--- src/rtl/gpio_irq_pkg.sv ---
package gpio_irq_pkg;
  localparam int unsigned ADDR_W = 3;
  localparam int unsigned DATA_W = 16;

  typedef enum logic [ADDR_W-1:0] {
    REG_DATA = 3'd0,
    REG_DIR  = 3'd1,
    REG_EDGE = 3'd2,
    REG_IEN  = 3'd3,
    REG_PEND = 3'd4
  } reg_addr_e;
endpackage

--- src/rtl/gpio_sync.sv ---
module gpio_sync #(
  parameter int unsigned W      = 8,
  parameter int unsigned STAGES = 2
) (
  input  logic         clk_i,
  input  logic         rst_ni,
  input  logic [W-1:0] d_i,
  output logic [W-1:0] q_o
);
  logic [W-1:0] stg_q [STAGES];

  always_ff @(posedge clk_i or negedge rst_ni) begin
    if (!rst_ni) begin
      for (int s = 0; s < STAGES; s++) stg_q[s] <= '0;
    end else begin
      stg_q[0] <= d_i;
      for (int s = 1; s < STAGES; s++) stg_q[s] <= stg_q[s-1];
    end
  end

  assign q_o = stg_q[STAGES-1];
endmodule

--- src/rtl/gpio_edge_det.sv ---
module gpio_edge_det #(
  parameter int unsigned W = 8
) (
  input  logic         clk_i,
  input  logic         rst_ni,
  input  logic [W-1:0] lvl_i,
  input  logic [W-1:0] fall_sel_i,
  input  logic [W-1:0] en_i,
  input  logic [W-1:0] clr_i,
  output logic [W-1:0] hit_o,
  output logic [W-1:0] pend_o
);
  logic [W-1:0] prev_q;
  logic [W-1:0] pend_q;

  always_ff @(posedge clk_i or negedge rst_ni) begin
    if (!rst_ni) prev_q <= '0;
    else         prev_q <= lvl_i;
  end

  for (genvar k = 0; k < W; k++) begin : g_pin
    logic rise, fall;
    assign rise     = lvl_i[k] & ~prev_q[k];
    assign fall     = ~lvl_i[k] & prev_q[k];
    assign hit_o[k] = en_i[k] & (fall_sel_i[k] ? fall : rise);

    // set has priority over a same-cycle clear
    always_ff @(posedge clk_i or negedge rst_ni) begin
      if (!rst_ni)       pend_q[k] <= 1'b0;
      else if (hit_o[k]) pend_q[k] <= 1'b1;
      else if (clr_i[k]) pend_q[k] <= 1'b0;
    end

    a_r8_set_wins: assert property (@(posedge clk_i) disable iff (!rst_ni)
      hit_o[k] |=> pend_q[k]);
    a_r7_clear: assert property (@(posedge clk_i) disable iff (!rst_ni)
      (clr_i[k] && !hit_o[k]) |=> !pend_q[k]);
    a_r6_no_spurious: assert property (@(posedge clk_i) disable iff (!rst_ni)
      $rose(pend_q[k]) |-> $past(hit_o[k]));
  end

  assign pend_o = pend_q;
endmodule

--- src/rtl/gpio_regs.sv ---
module gpio_regs
  import gpio_irq_pkg::*;
#(
  parameter int unsigned W  = 8,
  parameter int unsigned GS = 4,
  localparam int unsigned NG  = W / GS,
  localparam int unsigned IEN_LSB = DATA_W - W
) (
  input  logic              clk_i,
  input  logic              rst_ni,
  input  logic [ADDR_W-1:0] addr_i,
  input  logic [DATA_W-1:0] wdata_i,
  input  logic              we_i,
  input  logic [W-1:0]      lvl_i,
  input  logic [W-1:0]      pend_i,
  output logic [DATA_W-1:0] rdata_o,
  output logic [W-1:0]      out_o,
  output logic [W-1:0]      oe_o,
  output logic [W-1:0]      fall_sel_o,
  output logic [W-1:0]      en_o,
  output logic [W-1:0]      clr_o
);
  logic [W-1:0]  out_q, fall_q, en_q;
  logic [NG-1:0] dir_q;

  always_ff @(posedge clk_i or negedge rst_ni) begin
    if (!rst_ni) begin
      out_q  <= '0;
      dir_q  <= '0;
      fall_q <= '0;
      en_q   <= '0;
    end else if (we_i) begin
      case (addr_i)
        REG_DATA: out_q  <= wdata_i[W-1:0];
        REG_DIR:  dir_q  <= wdata_i[NG-1:0];
        REG_EDGE: fall_q <= wdata_i[W-1:0];
        REG_IEN:  en_q   <= wdata_i[IEN_LSB +: W];
        default: ;
      endcase
    end
  end

  assign clr_o = (we_i && addr_i == REG_PEND) ? wdata_i[W-1:0] : '0;

  always_comb begin
    rdata_o = '0;
    case (addr_i)
      REG_DATA: rdata_o[W-1:0]        = lvl_i;
      REG_DIR:  rdata_o[NG-1:0]       = dir_q;
      REG_EDGE: rdata_o[W-1:0]        = fall_q;
      REG_IEN:  rdata_o[IEN_LSB +: W] = en_q;
      REG_PEND: rdata_o[W-1:0]        = pend_i;
      default: ;
    endcase
  end

  for (genvar g = 0; g < NG; g++) begin : g_grp
    assign oe_o[g*GS +: GS] = {GS{dir_q[g]}};
    a_r2_group_oe: assert property (@(posedge clk_i) disable iff (!rst_ni)
      (oe_o[g*GS +: GS] == '0) || (oe_o[g*GS +: GS] == '1));
  end

  assign out_o      = out_q;
  assign fall_sel_o = fall_q;
  assign en_o       = en_q;
endmodule

--- src/rtl/gpio_edge_irq.sv ---
module gpio_edge_irq
  import gpio_irq_pkg::*;
#(
  parameter int unsigned N_PINS     = 8,
  parameter int unsigned GROUP_SIZE = 4,
  parameter int unsigned SYNC_DEPTH = 2
) (
  input  logic              clk_i,
  input  logic              rst_ni,
  input  logic [ADDR_W-1:0] addr_i,
  input  logic [DATA_W-1:0] wdata_i,
  input  logic              we_i,
  output logic [DATA_W-1:0] rdata_o,
  input  logic [N_PINS-1:0] pin_i,
  output logic [N_PINS-1:0] pin_o,
  output logic [N_PINS-1:0] pin_oe_o,
  output logic              irq_o
);
  logic [N_PINS-1:0] lvl, fall_sel, en, clr, hit, pend;

  gpio_sync #(.W(N_PINS), .STAGES(SYNC_DEPTH)) u_sync (
    .clk_i, .rst_ni, .d_i(pin_i), .q_o(lvl)
  );

  gpio_edge_det #(.W(N_PINS)) u_det (
    .clk_i, .rst_ni, .lvl_i(lvl), .fall_sel_i(fall_sel), .en_i(en),
    .clr_i(clr), .hit_o(hit), .pend_o(pend)
  );

  gpio_regs #(.W(N_PINS), .GS(GROUP_SIZE)) u_regs (
    .clk_i, .rst_ni, .addr_i, .wdata_i, .we_i, .lvl_i(lvl), .pend_i(pend),
    .rdata_o, .out_o(pin_o), .oe_o(pin_oe_o), .fall_sel_o(fall_sel),
    .en_o(en), .clr_o(clr)
  );

  assign irq_o = |(pend & en);

  a_r9_masked: assert property (@(posedge clk_i) disable iff (!rst_ni)
    (en == '0) |-> !irq_o);
  a_r9_no_pend: assert property (@(posedge clk_i) disable iff (!rst_ni)
    (pend == '0) |-> !irq_o);
endmodule

--- config.mk ---
export PLATFORM = sky130hd
export DESIGN_NAME = gpio_edge_irq
export DESIGN_NICKNAME = d
export VERILOG_FILES = /design/src/rtl/gpio_irq_pkg.sv /design/src/rtl/gpio_sync.sv /design/src/rtl/gpio_edge_det.sv /design/src/rtl/gpio_regs.sv /design/src/rtl/gpio_edge_irq.sv
export SDC_FILE = /design/constraint.sdc
export NUM_CORES = 1
export LEC_CHECK = 0
export BUFFER_PORTS_ARGS = -buffer_cell sky130_fd_sc_hd__buf_2
export CAP_MARGIN = 5
export CORE_ASPECT_RATIO = 1.25
export CORE_MARGIN = 5
export CORE_UTILIZATION = 52
export DETAILED_ROUTE_END_ITERATION = 8
export PLACE_DENSITY = 0.78
export REMOVE_ABC_BUFFERS = 1
export SETUP_SLACK_MARGIN = 0.05
export SLEW_MARGIN = 20
export SYNTH_ARGS = -nofsm -noshare
export SYNTH_HDL_FRONTEND = slang
export SYNTH_SLANG_ARGS = --single-unit
export TNS_END_PERCENT = 30
--- constraint.sdc ---
create_clock -name clk_i -period 1.1 [get_ports clk_i]
set_input_delay 0.055 -clock clk_i [delete_from_list [all_inputs] [get_ports clk_i]]
set_output_delay 0.055 -clock clk_i [all_outputs]
set_load 0.01 [all_outputs]
After elaboration in Yosys (flattened, before gate mapping) --
Cells that the tools add are included.
Storage, ports and cells: bits in registers 58, input bits 30, output and inout port bits 33, word-level logic and storage cells 103
Operators by class: equality and inequality tests 4, mux-type cells 28, bitwise gates (word level) 41, reduce and logical (&&, ||, !) cells 15
Operators with widths (number):
- 1-bit bitwise AND | 24
- 1-bit 2-to-1 mux | 24
- 6-bit one-hot mux with 3 select lines | 1
- 8-bit 2-to-1 mux | 2
- 1-bit NOT | 16
- 2-bit nonzero test | 8
- 8-bit bitwise AND | 1
- 2-bit one-hot mux with 4 select lines | 1
- 2-bit AND reduction | 4
- 8-bit OR reduction | 1
- 3-bit by 2-bit equality test with 1-bit output (second input constant) | 2
- 3-bit by 1-bit equality test with 1-bit output (second input constant) | 1
- 3-bit equality test (second input constant) | 1
- 3-bit logical NOT | 1
- 1-bit logical AND | 1

Depth between registers and ports, before layout --
Gate-level depths: netlist of run 1.
depth after elaboration 5, gate-level depth with buffers 5, gate-level depth less buffers 3

Cells and area by module --
From an unflattened synthesis of run 1, not the netlist that was laid out.
Unflattened totals: cell total of the unflattened synthesis 207, area total of the unflattened synthesis 2612.5 µm²
Modules (own cells, without submodules):
- gpio_regs | instances 1, cells an instance 122, area each 1435.1 µm², sequential area each 650.6 µm²
- gpio_edge_det | instances 1, cells an instance 56, area each 680.7 µm², sequential area each 400.4 µm²
- gpio_sync | instances 1, cells an instance 24, area each 460.4 µm², sequential area each 400.4 µm²
- gpio_edge_irq | instances 1, cells an instance 5, area each 36.3 µm², sequential area each 0.0 µm²

Least setup slack after synthesis of run 1 --
No wires, ideal clock.
path type input-to-reg, start point input port addr_i[1], end point register u_regs.out_q[0] (netlist: u_regs.out_o[0]), setup time 0.125 ns, arrival 0.988 ns, path slack -0.013 ns, stages on the path 3, buffers on the path 1, cells stage by stage buf_6 nor4b_4 mux2_2
Between the ends: word-level cells in the longest chain between the ends 2
RTL lines:
- start: declaration | line gpio_edge_irq.sv:10 | input logic [ADDR_W-1:0] addr_i,
- 3-bit logical NOT | line gpio_regs.sv:33 | case (addr_i)
- 2-bit AND reduction (no source line)
- end signal: assignment | line gpio_regs.sv:34 | REG_DATA: out_q <= wdata_i[W-1:0];
- end: declaration | line gpio_regs.sv:23 | logic [W-1:0] out_q, fall_q, en_q;
Every way passes these cells. A chain may end at the register's enable or synchronous reset.

Worst setup path after layout of run 1 --
start point register u_regs.fall_q[2] (netlist: u_regs.fall_sel_o[2]), end point output port rdata_o[2]
Between the ends: word-level cells in the longest chain between the ends 1
RTL lines:
- start: declaration | line gpio_regs.sv:23
- start signal: assignment | line gpio_regs.sv:36 | REG_EDGE: fall_q <= wdata_i[W-1:0];
- 6-bit one-hot mux with 3 select lines | line gpio_regs.sv:47 | case (addr_i)
- end: declaration | line gpio_edge_irq.sv:13 | output logic [DATA_W-1:0] rdata_o,
Every way passes these cells.

==> run metrics, run 1 <==
status finished, violations left; failing checks setup timing; setup TNS -2.32 ns; HPWL Detailed roughly 4.2 mm; height of the die 87.2 um; # fillers 302; TritonCTS Buffers 9; largest cells by area after synthesis dfrtp_1, mux2_2, mux2i_1, a22o_1, nand3b_1; Peak Freq about 720 MHz; Setup Crit Path Kind reg2out; Ant. Diodes 0; worst-path fanout max 2; Seq/Total Area, Yosys about three fifths; IO Pins 63; WL final a little over 6 mm; DR WL/cell between 15 and 20 um; First DRT Iteration DRCs ~110; Die Width ~72 um; area of the mapped netlist about 2500 um^2; Ys Warns 0; Yosys top cell area share around 59%; RD Place Congestion roughly 0.8; core area between 4000 and 5000 um^2; Leak Pwr between 1.5 and 2 nW; crit path launch type flop; Final min period 1.38 ns; grt total ovfl 0; TritonCTS Sinks 58; MaxCap Viol Count 0; clock buffer depth 2; CTS tree done; Synth cell types 29; synthesized area per cell 12.8 um^2; Top FF cell, synth dfrtp_1; Clock Skew 0.00686 ns; count leader, synth dfrtp_1; GRT Total Usage 20.9%; count of final hold-check violations 0; CP required about 1.0 ns; leading area contributor after synthesis dfrtp_1; initial antenna violation count 0; WP data arrival between 1 and 1.5 ns; DP Area 3020 um^2; P per Cell Area about 1700 nW/um^2; share of post-route cells with drive strength above 1 around half; setup ws final -0.284 ns; Synth top cells by count dfrtp_1, mux2_2, nand2_1; Cells after Synth 194; global-route wire length before repair 9.73 mm; vias in the first global route 1,952; final core utilization 76.7%; maximum vdd drop 1.13 mV; HP Class in2reg; initial core utilization 52.8%; final slew viol count 0; Reg clk slew, reported paths about 0.07 ns; Nets 344; CTS Root Cell clkbuf_8; fraction of registers with async set/reset 100%; Slew HR roughly three quarters; Detail Route Antenna Nets 0; Final Cycle Share 126%; Synth-to-Final Area Change 45.3%; remaining routing DRC violations 0; worst-margin pin slew 0.373 ns; largest net degree at the start of global routing between 50 and 60; Clock Latency Late Sink approximately 0.33 ns; Vias/cell around 5.3; Hold WS 0.0131 ns; row cnt 28; Yosys reg bits 58; Total Die Area around 6300 um^2; # H-tree levels 3; port bufs 62; DR vias ~2,000; Setup crit end kind output pin; 1st-pass router iterations 4; final setup violation count 14; Post-synth EDFFs 0; RSZ-0062 raised after global routing true; design area 3600 um^2
[cell usage in the layout, fill, tap and decap left out, types with 2 or more instances in the layout]
cell type	count
buf_2	60
dfrtp_1	58
buf_4	37
mux2_2	25
dlygate4sd3_1	23
nand2_1	16
clkbuf_8	12
nand3b_1	9
mux2i_1	8
nand2b_1	8
a22o_1	8
or2_4	6
a21oi_2	6
and3_1	5
o21ai_1	4
o21ai_0	4
and3_4	3
buf_6	3
a22oi_1	2
a22oi_2	2
[critical path, stage by stage, from the launching register on]
cell	delay [ns]
dfrtp_1	0.39
mux2i_1	0.11
or2_4	0.24
a21oi_2	0.12
buf_2	0.14
[cells by family (layout without fill, tap and decap cells)]
| kind of cell | Yosys count | count (layout) | share of synthesized area (%) |
|---|---|---|---|
| mux | 34 | 34 | 15.0 |
| compound gates | 28 | 28 | 7.37 |
| flops | 58 | 58 | 58.6 |
| buf+inv | 15 | 139 | 3.99 |
| simple gates | 59 | 59 | 15.0 |
[area by class of cell]
class / count / area (um^2) / share of cell area [%]
multi-input cells: 121 / 1010 / 28.0
clock buffers: 13 / 169 / 4.69
flip-flops and latches: 58 / 1450 / 40.3
repair buffers: 124 / 862 / 23.9
well taps: 60 / 75.1 / 2.08
clock inverters: 2 / 35.0 / 0.973
[metrics by stage]
stage / cells / power (mW) / setup WS [ns]
floorplan: 179 / 3.31 / -0.0697
global placement: 333 / 3.88 / -0.135
detailed placement: 333 / 3.93 / -0.187
CTS: 374 / 6.09 / -0.279
global route: 378 / 6.44 / -0.336
finish: 378 / 6.16 / -0.284
[layer usage]
metal	up-vias	GRT usage, %	routed length [um]
met1	996	26.2	2560
met4	0	8.21	130
met3	16	4.85	354
met2	68	34.9	3180
li1	925	-	-
met5	-	0	0
[flip-flops by register name (all words and copies together) (netlist names)]
name               count
u_regs.fall_sel_o      8
u_sync.stg_q           8
u_regs.out_o           8
u_regs.en_o            8
u_det.prev_q           8
u_regs.dir_q           2
u_det.pend_o           8
u_sync.q_o             8
[worst paths after layout]
kind | end | depth (start not counted) | slack (ns) | startpoint
max | rdata_o[2] | 4 | -0.28 | u_regs.fall_sel_o[2]
min | u_regs.out_o[0] | 2 | 0.01 | wdata_i[0]
max reg2reg | u_det.pend_o[2] | 5 | -0.04 | u_regs.fall_sel_o[2]
min reg2reg | u_sync.q_o[5] | 0 | 0.35 | u_sync.stg_q[13]
max in group asynchronous | u_det.prev_q[3] | 3 | 0.59 | rst_ni
min in group asynchronous | u_regs.out_o[1] | 3 | 0.25 | rst_ni
[power breakdown]
part / internal [mW] / switching (mW) / leakage, nW
clock network: 1.22 / 0.795 / 0.106
registers: 2.49 / 0.298 / 0.673
logic: 0.789 / 0.577 / 0.962
total: 4.49 / 1.67 / 1.74
[timing repair]
action / CTS / global route
endpoints found under the hold margin: 84 / 0
setup endpoints to repair: 17 / 26
setup buffers: 3 / 4
pin swaps: 13 / 9
hold buffers: 23 / 0
gates resized for setup: 18 / 9
Power figures use the tool's default switching activity.
==> run 2: changes to the inputs <==
==> constraint.sdc (replaced) <==
create_clock -name clk_i -period 1.1 [get_ports clk_i]
set_input_delay 0.055 -clock clk_i [delete_from_list [all_inputs] [get_ports clk_i]]
set_output_delay 0.055 -clock clk_i [all_outputs]
set_load 0.005 [all_outputs]
==> run metrics, run 2 (synthesis gave the netlist of run 1 again) <==
Nets roughly 350; share of post-route cells with drive strength above 1 a little over half; First DRT Iteration DRCs between 150 and 200; most frequent cells in the layout dfrtp_1, buf_2, buf_4, mux2_2, dlygate4sd3_1; WP data arrival 1.33 ns; HP Class in2reg; WL final around 6.8 mm; Final Cycle Share 126%; HPWL Detailed about 4.1 mm; pre-CTS WS -0.173 ns; RSZ-0062 raised after global routing true; Setup Crit Path Kind reg2out; GRT Total Usage between 20% and 30%; final setup violation count 18; vias in the first global route 2,094; Setup crit end kind output pin; grt total ovfl 0; remaining routing DRC violations 0; RD Place Congestion approximately 0.82; CTS tree done; CTS Root Cell clkbuf_8; P per Cell Area around 1600 nW/um^2; Leak Pwr ~1.8 nW; count of final hold-check violations 0; Peak Freq about 720 MHz; TritonCTS Buffers 9; port bufs 62; IO Pins 63; commonest non-fill, non-tap cell in the layout dfrtp_1; Hold WS roughly 0.034 ns; Synth-to-Final Area Change 50.8%; # H-tree levels 3; global-route wire length before repair 10.7 mm; Die Width ~70 um; Ant. Diodes 0; largest net degree at the start of global routing 51; CP required roughly 1.0 ns; Clock Latency Late Sink 0.33 ns; clock buffer depth 2; Multi-input gate area between 1000 and 1500 um^2; Clock Skew ~0.008 ns; crit path launch type flop; Detail Route Antenna Nets 0; failing checks setup timing; worst-path fanout max 4; Vias/cell 5.39; # fillers 280; 1st-pass router iterations 5; core area 4690 um^2; setup ws final -0.281 ns; TritonCTS Sinks slightly below 60; maximum vdd drop ~1.4 mV; initial core utilization 52.8%; status finished, violations left; row cnt 28; Slew HR between 60% and 70%; register area approximately 1500 um^2; Reg clk slew, reported paths roughly 0.060 ns; height of the die 87.2 um; initial antenna violation count 0; worst-margin pin slew 0.456 ns; DR vias 2,085; Total Die Area between 6000 and 7000 um^2; Final min period between 1 and 1.5 ns; final slew viol count 0; MaxCap Viol Count 0; DR WL/cell approximately 17 um
## run 2: worst max-delay path, cell delays in order (launching register included)
cell     delay (ns)
dfrtp_1        0.40
mux2i_1        0.10
or2_4          0.23
a21oi_2        0.13
buf_2          0.13
## run 2: cell type report
type / instances / share of cell area, %
timing repair buffer: 133 / 26.5
clock inverter: 2 / 0.268
sequential: 58 / 38.8
clock buffer: 13 / 4.79
multi-input combinational: 121 / 27.6
tap: 60 / 2.01
## run 2: final timing paths
kind / from / endpoint / slack (ns) / depth (start not counted)
min: wdata_i[0] / u_regs.fall_sel_o[0] / 0.03 / 2
min reg2reg: u_sync.stg_q[9] / u_sync.q_o[1] / 0.35 / 0
max: u_regs.fall_sel_o[5] / rdata_o[5] / -0.28 / 4
max reg2reg: u_regs.fall_sel_o[4] / u_det.pend_o[4] / 0.02 / 5
min in group asynchronous: rst_ni / u_regs.en_o[6] / 0.11 / 2
max in group asynchronous: rst_ni / u_det.pend_o[5] / 0.45 / 3
## run 2: metal layers
metal | vias to the layer above | GRT usage, % | share of wire [%]
met5 | - | 0 | 0
li1 | 942 | - | -
met1 | 1049 | 28.8 | 40
met3 | 18 | 5.66 | 5.0
met2 | 76 | 37.0 | 52
met4 | 0 | 12.3 | 2.8
## run 2: through the flow
| step | std cells | total power [mW] | utilization [%] | setup TNS [ns] | area [um^2] |
|---|---|---|---|---|---|
| 2_1_floorplan | 179 | 3.24 | - | -0.925 | 2380 |
| 3_3_place_gp | 330 | 3.80 | 63.8 | -3.36 | 3000 |
| 3_5_place_dp | 330 | 3.84 | 63.8 | -4.11 | 3000 |
| 4_1_cts | 377 | 5.89 | 76.3 | -2.18 | 3580 |
| 5_1_grt | 387 | 6.44 | 79.6 | -3.39 | 3740 |
| 6_report | 387 | 6.16 | 79.6 | -2.29 | 3740 |
## run 2: power breakdown
| group | switching (mW) | internal [mW] |
|---|---|---|
| combinational | 0.594 | 0.953 |
| sequential | 0.287 | 2.49 |
| clock | 0.797 | 1.04 |
## run 2: repair_timing
action,4_1_cts,5_1_grt
endpoints found under the hold margin,88,0
pin swaps,11,8
gates resized for setup,23,21
hold buffers,24,0
cloned,0,0
setup buffers,8,10
endpoints found under the setup margin,17,30
==> run 3: changes to the inputs <==
- RECOVER_POWER: unset -> 25
==> run metrics, run 3 (synthesis gave the netlist of run 1 again) <==
R2R Path End u_det.pend_o[4]; Reg clk slew, reported paths approximately 0.06 ns; height of the die 87.2 um; busiest layer in global routing met2; Worst Setup EP rdata_o[5]; Slew HR between 60% and 70%; Setup Crit Path Kind reg2out; Clock Latency Late Sink 0.34 ns; status finished, violations left; met3 GRT Util 5.66%; TritonCTS Sinks between 50 and 60; Psw roughly 1.7 mW; Final min period between 1 and 1.5 ns; WL final just under 7 mm; worst-margin pin slew 0.598 ns; Detail Route Antenna Nets 0; sequential share of power a little under half; worst r2r src u_regs.fall_sel_o[4]; WP data arrival between 1 and 1.5 ns; final setup violation count 18; sw frac 27.2%; RD Place Congestion 0.818; share of post-route cells with drive strength above 1 52.0%; worst reg2reg setup slack 0.02 ns; First DRT Iteration DRCs between 100 and 150; CTS tree done; worst-path fanout max 4; vias in the first global route 2,094; crit path from u_regs.fall_sel_o[5]; HP Class in2reg; global-route wire length before repair 10.7 mm; most frequent cells in the layout dfrtp_1, buf_2, buf_4, mux2_2, dlygate4sd3_1; Vias/cell 5.46; maximum vdd drop around 1.4 mV; Final Cycle Share 125%; DR vias around 2,100; row cnt 28; GRT Total Usage between 20% and 30%; GR Util met1 between 20 and 30%; initial antenna violation count 0; Nets ~350; IO Pins 63; crit path launch type flop; largest net degree at the start of global routing just over 50; Setup crit end kind output pin; Synth-to-Final Area Change 50.0%; grt total ovfl 0; Peak Freq around 720 MHz; commonest non-fill, non-tap cell in the layout dfrtp_1; Combinational Power Share between 20% and 30%; fin cells 387; HPWL Detailed ~4.1 mm; MaxCap Viol Count 0; Clock Skew ~0.0088 ns; reg2reg path depth 5; Ant. Diodes 0; 1st-pass router iterations 4; DR WL/cell around 17 um; pre-CTS WS -0.173 ns; count of final hold-check violations 0; P per Cell Area between 1500 and 2000 nW/um^2; port bufs 62; TritonCTS Buffers 9; RSZ-0062 raised after global routing true; Pint approximately 4.5 mW; core area 4690 um^2; final slew viol count 0; cell count after placement 330; CTS Root Cell clkbuf_8; clock buffer depth 2; remaining routing DRC violations 0; routing usage on met2 approximately 37%; Die Width 71.8 um; setup ws final -0.280 ns; CP required around 1.0 ns; # H-tree levels 3; Leak Pwr 1.77 nW; clock network fraction of total power ~30%; Total Die Area 6260 um^2; final core utilization around four fifths; initial core utilization between 50% and 60%; failing checks setup timing
-- run 3: cell count changes in the layout (fill, tap and decap cells not counted), sizes merged --
| cell | delta |
|---|---|
| buf | -6 |
| clkbuf | +6 |
-- run 3: per-stage QoR --
step / TNS (ns) / hold WS [ns] / instance area [um^2] / power [mW]
after floorplan: -0.925 / -0.241 / 2380 / 3.24
after global placement: -3.36 / -0.0692 / 3000 / 3.80
after detailed placement: -4.11 / -0.0665 / 3000 / 3.84
after CTS: -2.18 / 0.000312 / 3580 / 5.89
after global routing: -3.40 / 0.0133 / 3720 / 6.43
final: -2.29 / 0.0355 / 3720 / 6.15
-- run 3: worst min path at each step --
stage	from	end	slack [ns]	depth (start not counted)
3_3_place_gp	rst_ni	u_sync.stg_q[8]	-0.07	1
4_1_cts	wdata_i[0]	u_regs.dir_q[0]	0.0003	2
3_5_place_dp	rst_ni	u_sync.stg_q[8]	-0.07	1
5_1_grt	wdata_i[0]	u_regs.dir_q[0]	0.01	2
6_report	wdata_i[0]	u_regs.fall_sel_o[0]	0.04	2
2_1_floorplan	rst_ni	u_det.pend_o[0]	-0.24	0
-- run 3: area by class of cell --
class,instances,area [um^2]
clock inverters,2,10.0
flip-flops and latches,58,1450
multi-input cells,121,1030
clock buffers,13,179
repair buffers,133,972
fillers,284,977
well taps,60,75.1
-- run 3: critical path, cell delays in order (launching register included) --
cell	delay, ns
dfrtp_1	0.40
mux2i_1	0.10
or2_4	0.23
a21oi_2	0.13
buf_2	0.13
-- run 3: power by group through the flow --
stage                     combinational (mW)  sequential (mW)  clock (mW)
after detailed placement                1.04             2.80           0
after CTS                               1.27             2.74        1.87
after global placement                  1.02             2.78           0
after global routing                    1.66             2.81        1.97
final                                   1.54             2.78        1.84
after floorplan                        0.487             2.75           0
-- run 3: metal layers --
| metal | part of all wire, % | vias up |
|---|---|---|
| met5 | 0 | - |
| met4 | 2.8 | 0 |
| met3 | 5.8 | 18 |
| met2 | 52 | 93 |
| met1 | 40 | 1062 |
| li1 | - | 941 |
-- run 3: timing repair --
action | CTS | global route
hold buffers | 24 | 0
setup endpoints to repair | 17 | 30
pin swaps | 11 | 8
setup buffers | 8 | 10
endpoints found under the hold margin | 88 | 0
gates resized for setup | 23 | 21
